File: src/rtl/uart_tx_pkg.sv
package uart_tx_pkg;

  localparam int CHAR_W = 8;
  localparam int IDX_W  = $clog2(CHAR_W);

  typedef enum logic [2:0] {
    ST_IDLE,
    ST_START,
    ST_DATA,
    ST_PAR,
    ST_STOP
  } tx_state_e;

  // Frame format captured at the pop of a character
  typedef struct packed {
    logic [IDX_W-1:0] last_idx;  // index of the final data bit
    logic             two_stop;
    logic             par_en;
    logic             par_val;
  } tx_fmt_t;

  function automatic logic [CHAR_W-1:0] len_mask(input logic [1:0] len_sel);
    logic [CHAR_W-1:0] m;
    for (int i = 0; i < CHAR_W; i++) begin
      m[i] = (i < (int'(len_sel) + 5));
    end
    return m;
  endfunction

  function automatic tx_fmt_t decode_fmt(input logic [7:0] ctrl,
                                         input logic [CHAR_W-1:0] data);
    tx_fmt_t f;
    logic [CHAR_W-1:0] kept;
    kept       = data & len_mask(ctrl[6:5]);
    f.last_idx = IDX_W'(ctrl[6:5]) + IDX_W'(4);
    f.two_stop = ctrl[3];
    f.par_en   = ctrl[1];
    if (ctrl[7]) f.par_val = ~ctrl[2];
    else         f.par_val = ctrl[2] ? (^kept) : ~(^kept);
    return f;
  endfunction

endpackage

File: src/rtl/uart_tx_baud.sv
module uart_tx_baud #(
  parameter int INT_W  = 16,
  parameter int FRAC_W = 6
) (
  input  logic              clk,
  input  logic              rst_n,
  input  logic [INT_W-1:0]  div_int,
  input  logic [FRAC_W-1:0] div_frac,
  output logic              tick_o
);

  logic [INT_W-1:0]  cnt_q, cnt_d;
  logic [FRAC_W-1:0] acc_q, acc_d;
  logic [FRAC_W:0]   sum;

  assign tick_o = (cnt_q == '0);
  assign sum    = {1'b0, acc_q} + {1'b0, div_frac};

  always_comb begin
    cnt_d = cnt_q;
    acc_d = acc_q;
    if (tick_o) begin
      acc_d = sum[FRAC_W-1:0];
      cnt_d = div_int - INT_W'(1) + INT_W'(sum[FRAC_W]);
    end else begin
      cnt_d = cnt_q - INT_W'(1);
    end
  end

  always_ff @(posedge clk or negedge rst_n) begin
    if (!rst_n) begin
      cnt_q <= '0;
      acc_q <= '0;
    end else begin
      cnt_q <= cnt_d;
      acc_q <= acc_d;
    end
  end

endmodule

File: src/rtl/uart_tx_frame.sv
module uart_tx_frame
  import uart_tx_pkg::*;
#(
  parameter int OSR = 16
) (
  input  logic              clk,
  input  logic              rst_n,
  input  logic              tick,
  input  logic [7:0]        ctrl,
  input  logic              fifo_empty,
  input  logic [CHAR_W-1:0] fifo_data,
  output logic              pop_o,
  output logic              line_o,
  output logic              active_o
);

  localparam int SUB_W = $clog2(OSR);

  tx_state_e         state_q, state_d;
  logic [SUB_W-1:0]  sub_q, sub_d;
  logic [IDX_W-1:0]  idx_q, idx_d;
  logic [CHAR_W-1:0] shr_q, shr_d;
  tx_fmt_t           fmt_q, fmt_d;
  logic              stop2_q, stop2_d;
  logic              bit_end;

  assign bit_end  = tick && (sub_q == SUB_W'(OSR - 1));
  assign pop_o    = (state_q == ST_IDLE) && !fifo_empty;
  assign active_o = (state_q != ST_IDLE);

  always_comb begin
    unique case (state_q)
      ST_START: line_o = 1'b0;
      ST_DATA:  line_o = shr_q[0];
      ST_PAR:   line_o = fmt_q.par_val;
      default:  line_o = 1'b1;
    endcase
  end

  always_comb begin
    state_d = state_q;
    sub_d   = tick ? sub_q + SUB_W'(1) : sub_q;
    idx_d   = idx_q;
    shr_d   = shr_q;
    fmt_d   = fmt_q;
    stop2_d = stop2_q;
    unique case (state_q)
      ST_IDLE: begin
        if (pop_o) begin
          state_d = ST_START;
          sub_d   = '0;
          shr_d   = fifo_data;
          fmt_d   = decode_fmt(ctrl, fifo_data);
        end
      end
      ST_START: begin
        if (bit_end) begin
          state_d = ST_DATA;
          idx_d   = '0;
        end
      end
      ST_DATA: begin
        if (bit_end) begin
          shr_d = shr_q >> 1;
          if (idx_q == fmt_q.last_idx) begin
            state_d = fmt_q.par_en ? ST_PAR : ST_STOP;
            stop2_d = 1'b0;
          end else begin
            idx_d = idx_q + IDX_W'(1);
          end
        end
      end
      ST_PAR: begin
        if (bit_end) begin
          state_d = ST_STOP;
          stop2_d = 1'b0;
        end
      end
      ST_STOP: begin
        if (bit_end) begin
          if (fmt_q.two_stop && !stop2_q) stop2_d = 1'b1;
          else                            state_d = ST_IDLE;
        end
      end
      default: state_d = ST_IDLE;
    endcase
  end

  always_ff @(posedge clk or negedge rst_n) begin
    if (!rst_n) begin
      state_q <= ST_IDLE;
      sub_q   <= '0;
      idx_q   <= '0;
      shr_q   <= '0;
      fmt_q   <= '0;
      stop2_q <= 1'b0;
    end else begin
      state_q <= state_d;
      sub_q   <= sub_d;
      idx_q   <= idx_d;
      shr_q   <= shr_d;
      fmt_q   <= fmt_d;
      stop2_q <= stop2_d;
    end
  end

endmodule

File: src/rtl/uart_tx_line.sv
module uart_tx_line (
  input  logic clk,
  input  logic rst_n,
  input  logic brk,
  input  logic line_i,
  output logic txd_o
);

  logic txd_d;

  assign txd_d = brk ? 1'b0 : line_i;

  always_ff @(posedge clk or negedge rst_n) begin
    if (!rst_n) txd_o <= 1'b1;
    else        txd_o <= txd_d;
  end

endmodule

File: src/rtl/uart_tx_framer.sv
module uart_tx_framer
  import uart_tx_pkg::*;
#(
  parameter int DIV_INT_W  = 16,
  parameter int DIV_FRAC_W = 6,
  parameter int OSR        = 16
) (
  input  logic                  clk,
  input  logic                  rst_n,
  input  logic [7:0]            ctrl_i,
  input  logic [DIV_INT_W-1:0]  div_int_i,
  input  logic [DIV_FRAC_W-1:0] div_frac_i,
  input  logic                  fifo_empty_i,
  input  logic [CHAR_W-1:0]     fifo_data_i,
  output logic                  fifo_pop_o,
  output logic                  txd_o,
  output logic                  busy_o
);

  logic tick;
  logic line;
  logic active;

  uart_tx_baud #(.INT_W(DIV_INT_W), .FRAC_W(DIV_FRAC_W)) u_baud (
    .clk      (clk),
    .rst_n    (rst_n),
    .div_int  (div_int_i),
    .div_frac (div_frac_i),
    .tick_o   (tick)
  );

  uart_tx_frame #(.OSR(OSR)) u_frame (
    .clk        (clk),
    .rst_n      (rst_n),
    .tick       (tick),
    .ctrl       (ctrl_i),
    .fifo_empty (fifo_empty_i),
    .fifo_data  (fifo_data_i),
    .pop_o      (fifo_pop_o),
    .line_o     (line),
    .active_o   (active)
  );

  uart_tx_line u_line (
    .clk    (clk),
    .rst_n  (rst_n),
    .brk    (ctrl_i[0]),
    .line_i (line),
    .txd_o  (txd_o)
  );

  assign busy_o = active || !fifo_empty_i;

endmodule

File: config.mk
export PLATFORM = sky130hd
export DESIGN_NAME = uart_tx_framer
export DESIGN_NICKNAME = d
export VERILOG_FILES = /design/src/rtl/uart_tx_pkg.sv /design/src/rtl/uart_tx_baud.sv /design/src/rtl/uart_tx_frame.sv /design/src/rtl/uart_tx_line.sv /design/src/rtl/uart_tx_framer.sv
export SDC_FILE = /design/constraint.sdc
export NUM_CORES = 1
export LEC_CHECK = 0
export BUFFER_PORTS_ARGS = -buffer_cell sky130_fd_sc_hd__buf_2
export CAP_MARGIN = 25
export CORE_ASPECT_RATIO = 1.1
export CORE_MARGIN = 1.5
export CORE_UTILIZATION = 35
export DETAILED_ROUTE_END_ITERATION = 16
export SETUP_SLACK_MARGIN = 0.2
export SLEW_MARGIN = 20
export SYNTH_ARGS = -nofsm -noshare
export SYNTH_HDL_FRONTEND = slang
export SYNTH_SLANG_ARGS = --single-unit
File: constraint.sdc
create_clock -name clk -period 9 [get_ports clk]
set_input_delay 1.8 -clock clk [delete_from_list [all_inputs] [get_ports clk]]
set_output_delay 1.8 -clock clk [all_outputs]
set_load 0.02 [all_outputs]
==> flow_summary.yaml <==
outcome:
  status: "finished, final reports clean"
pwr:
  power_density_mw_per_mm2: 140
  leakagePower_uw: 0.00142
  max_rail_drop_vdd_uv: 56.1
finish:
  drive_above_1_share_pct: 17.4
  syn2layout_area_growth_pct: 15.5
  fillers: 803
  fin_nets: 397
  antenna_cells_inserted: 0
  stdcell_area_mm2: 0.00334
clock_network:
  clock_tree.htree_level_count: 2
  root_buffer: "sky130_fd_sc_hd__clkbuf_8"
  cts_setup_buffers: 0
  cts.path.max_buffers: 2
  clock_insertion_delay_worst_skew_ns: 0.30
  cts.sink_count: 48
  cts_tree: "yes"
  holdBufCountCts: 0
  postCtsResizedCells: 0
  clk_pin_slew_ns: 0.08
  numCtsBuffers: 5
die:
  starting_density_pct: 36.3
  die-area_mm2: 0.00882
  design.core.area_mm2: 0.00796
  io_pins: 44
  floorplan.die.width_um: 89.7
  die_y_um: 98.3
  rows: 34
synth:
  syn_area_per_cell_um2: 9.48
  synthTopCellsByCount: "sky130_fd_sc_hd__dfrtp_1 (47), sky130_fd_sc_hd__nand2_1 (39), sky130_fd_sc_hd__nor2_1 (25), sky130_fd_sc_hd__xnor2_1 (25), sky130_fd_sc_hd__a21oi_1 (17)"
  synth.lib_cells_used.distinct: 49
  post-synth-top-count-cell: "sky130_fd_sc_hd__dfrtp_1"
  synth_top_cells_by_area: "sky130_fd_sc_hd__dfrtp_1 (41%), sky130_fd_sc_hd__xnor2_1 (7.6%), sky130_fd_sc_hd__nand2_1 (5.1%)"
  synthesis.instances: 305
  ys_seq_elements: 48
  synth_enable_flop_cells: 0
  synthesis.yosys.warnings: 0
  synth_sequential_area_ratio_pct: 41.6
  netlist_area_mm2: 0.00289
  netlist.top_cell.by_area: "sky130_fd_sc_hd__dfrtp_1"
  async_set_or_reset_flop_fraction_in_the_synthesized_netlist_pct: 100
  synth_fp_nets: 358
  synth_top_area_share_pct: 40.7
  synth_flop_cell: "sky130_fd_sc_hd__dfrtp_1"
timing:
  finalWorstSetupSlack_ns: 3.87
  unrepaired_setup_endpoints_after_global_routing: "false"
  setup-tns-final_ns: 0
  maxSlewViolCount: 0
  post-route-min-period_ns: 5.13
  fin_crit_sh_pct: 57.0
  holdWs_ns: 0.483
  slew_headroom_pct: 52.4
  timing_worst_slew_pin_value_ns: 0.708
  max_freq_mhz: 195
  setup_viol: 0
  timing.clock.skew_ns: 0.0119
  hold_viol_final: 0
drt:
  detail_route.vias_per_cell: 5.04
  wirelength_um: 5720
  antenna_left: 0
  post_drt_wl_per_cell_um: 12.6
  firstDrtPassIters: 4
  drc: 0
  vias: 2283
  drt_iter0_markers: 93
global_routing:
  wire_length_of_the_first_global_routing_pass_um: 9880
  global_route.overflow_total: 0
  number_of_antenna_violations_at_the_first_check_in_global_routing: 0
  grt_start_max_net_pins: 30
  grt_pass1_vias: 2194
  grt_usage_pct: 14.0
setup_path:
  critical_path_peak_fanout: 16
  r2r_start: "u_baud.acc_q[0]"
  crit_type: "input pin to output pin"
  start_kind: "input pin"
  critPathRequiredTime_ns: 7.20
  timing.critical_path.mode_cell: "sky130_fd_sc_hd__buf_2"
  critical-path-slowest-cell: "sky130_fd_sc_hd__or4_1"
  crit_family: "buffers and inverters"
  endpoint_kind: "output pin"
  worstPathArrival_ns: 3.33
  cp_num_buf_inv: 3
  cp_slowest_stage_delay_ns: 0.74
  crit_start: "fifo_empty_i"
  timing.critical_path.cells: "buf_2 > or4_1 > inv_1 > buf_2"
place:
  placedInstanceArea_mm2: 0.00321
  place_worst_setup_slack_ns: 3.83
  globalplace.congestion: 0.788
  hpwlAfterDp_um: 4260
  io_buffer_count: 42
run:
  cap_violations: 0
hold_path:
  timing.hold.worst.class: "register to register"
  worstHoldStart: "u_baud.acc_q[0]"
[per-layer routing]
| layer | wire, um | track usage [%] | vias up |
|---|---|---|---|
| li1 | - | - | 1158 |
| met2 | 2670 | 22.8 | 51 |
| met5 | 0 | 0 | - |
| met1 | 2780 | 19.3 | 1072 |
| met3 | 235 | 2.28 | 2 |
| met4 | 29 | 3.31 | 0 |
[kinds of logic (layout without fill, tap and decap cells)]
kind of cell / count (synthesis) / count (layout) / share of synthesized area [%]
simple gates: 118 / 118 / 22.5
compound gates: 68 / 68 / 15.4
flops: 48 / 48 / 41.6
xor+xnor: 36 / 36 / 11.4
buf+inv: 21 / 61 / 3.03
fa+ha+maj: 12 / 12 / 5.45
mux: 2 / 2 / 0.692
[flip-flops by register name, summed over array words and instances (netlist names)]
name	flops
u_frame.stop2_q	1
u_frame.fmt_q	6
u_frame.state_q	3
u_frame.shr_q	8
u_baud.cnt_q	16
u_line.txd_o	1
u_frame.idx_q	3
u_frame.sub_q	4
u_baud.acc_q	6
[power breakdown]
group          internal, uW  switching [uW]  total (uW)  leakage, uW
sequential              225            6.64         232     0.000536
clock                   111            71.7         183    0.0000654
combinational          27.8            24.8        52.5     0.000816
total                   364             103         467      0.00142
[area by class of cell]
class,instances,area (um^2),area share (%)
multi-input combinational,236,1600,48.0
clock inverter,2,60.1,1.80
tap,108,135,4.05
clock buffer,6,72.6,2.17
sequential,48,1200,36.0
timing repair buffer,43,230,6.89
inverter,10,37.5,1.12
[stage by stage]
stage               std cells  utilization [%]  power (uW)
global route              453             42.0         489
detailed placement        445             40.3         289
finish                    453             42.0         467
CTS                       453             42.0         473
global placement          444             40.1         287
floorplan                 305                -         266
[cell usage in the layout, fill, tap and decap left out, types with 3 or more instances in the layout]
cell type                  count
sky130_fd_sc_hd__dfrtp_1      47
sky130_fd_sc_hd__buf_2        42
sky130_fd_sc_hd__nand2_1      39
sky130_fd_sc_hd__nor2_1       25
sky130_fd_sc_hd__xnor2_1      25
sky130_fd_sc_hd__a21oi_1      17
sky130_fd_sc_hd__o21ai_0      14
sky130_fd_sc_hd__ha_1         11
sky130_fd_sc_hd__inv_1        10
sky130_fd_sc_hd__xor2_1       10
sky130_fd_sc_hd__nor4_1        9
sky130_fd_sc_hd__o21a_1        8
sky130_fd_sc_hd__a21o_1        7
sky130_fd_sc_hd__o22a_1        7
sky130_fd_sc_hd__nor3b_1       5
sky130_fd_sc_hd__clkbuf_8      5
sky130_fd_sc_hd__nand2b_1      4
sky130_fd_sc_hd__or4_1         4
sky130_fd_sc_hd__nor3_1        4
sky130_fd_sc_hd__nand3b_1      4
sky130_fd_sc_hd__or4_4         3
sky130_fd_sc_hd__or3_1         3
sky130_fd_sc_hd__nand3_1       3
sky130_fd_sc_hd__a211oi_1      3
[worst paths after layout]
kind	endpoint	slack (ns)	cells after the start
setup / recovery	fifo_pop_o	3.87	4
hold / removal	u_baud.acc_q[0]	0.48	2
setup reg to reg	u_baud.cnt_q[12]	5.51	15
hold reg to reg	u_baud.acc_q[0]	0.48	2
max in group asynchronous	u_baud.cnt_q[8]	7.02	2
min in group asynchronous	u_frame.state_q[0]	1.46	1
[worst reg2reg max path, delay by kind of cell, from the launching register on]
| family | cells | cell delay (ns) |
|---|---|---|
| adder cells (fa/ha/maj) | 4 | 0.79 |
| AND/OR/NAND/NOR | 4 | 1.16 |
| XOR/XNOR | 1 | 0.19 |
| flip-flops | 1 | 0.39 |
| AO/OA/AOI/OAI | 5 | 0.79 |
| buffers and inverters | 1 | 0.07 |
Note: power is estimated with default switching activity, not from simulation.
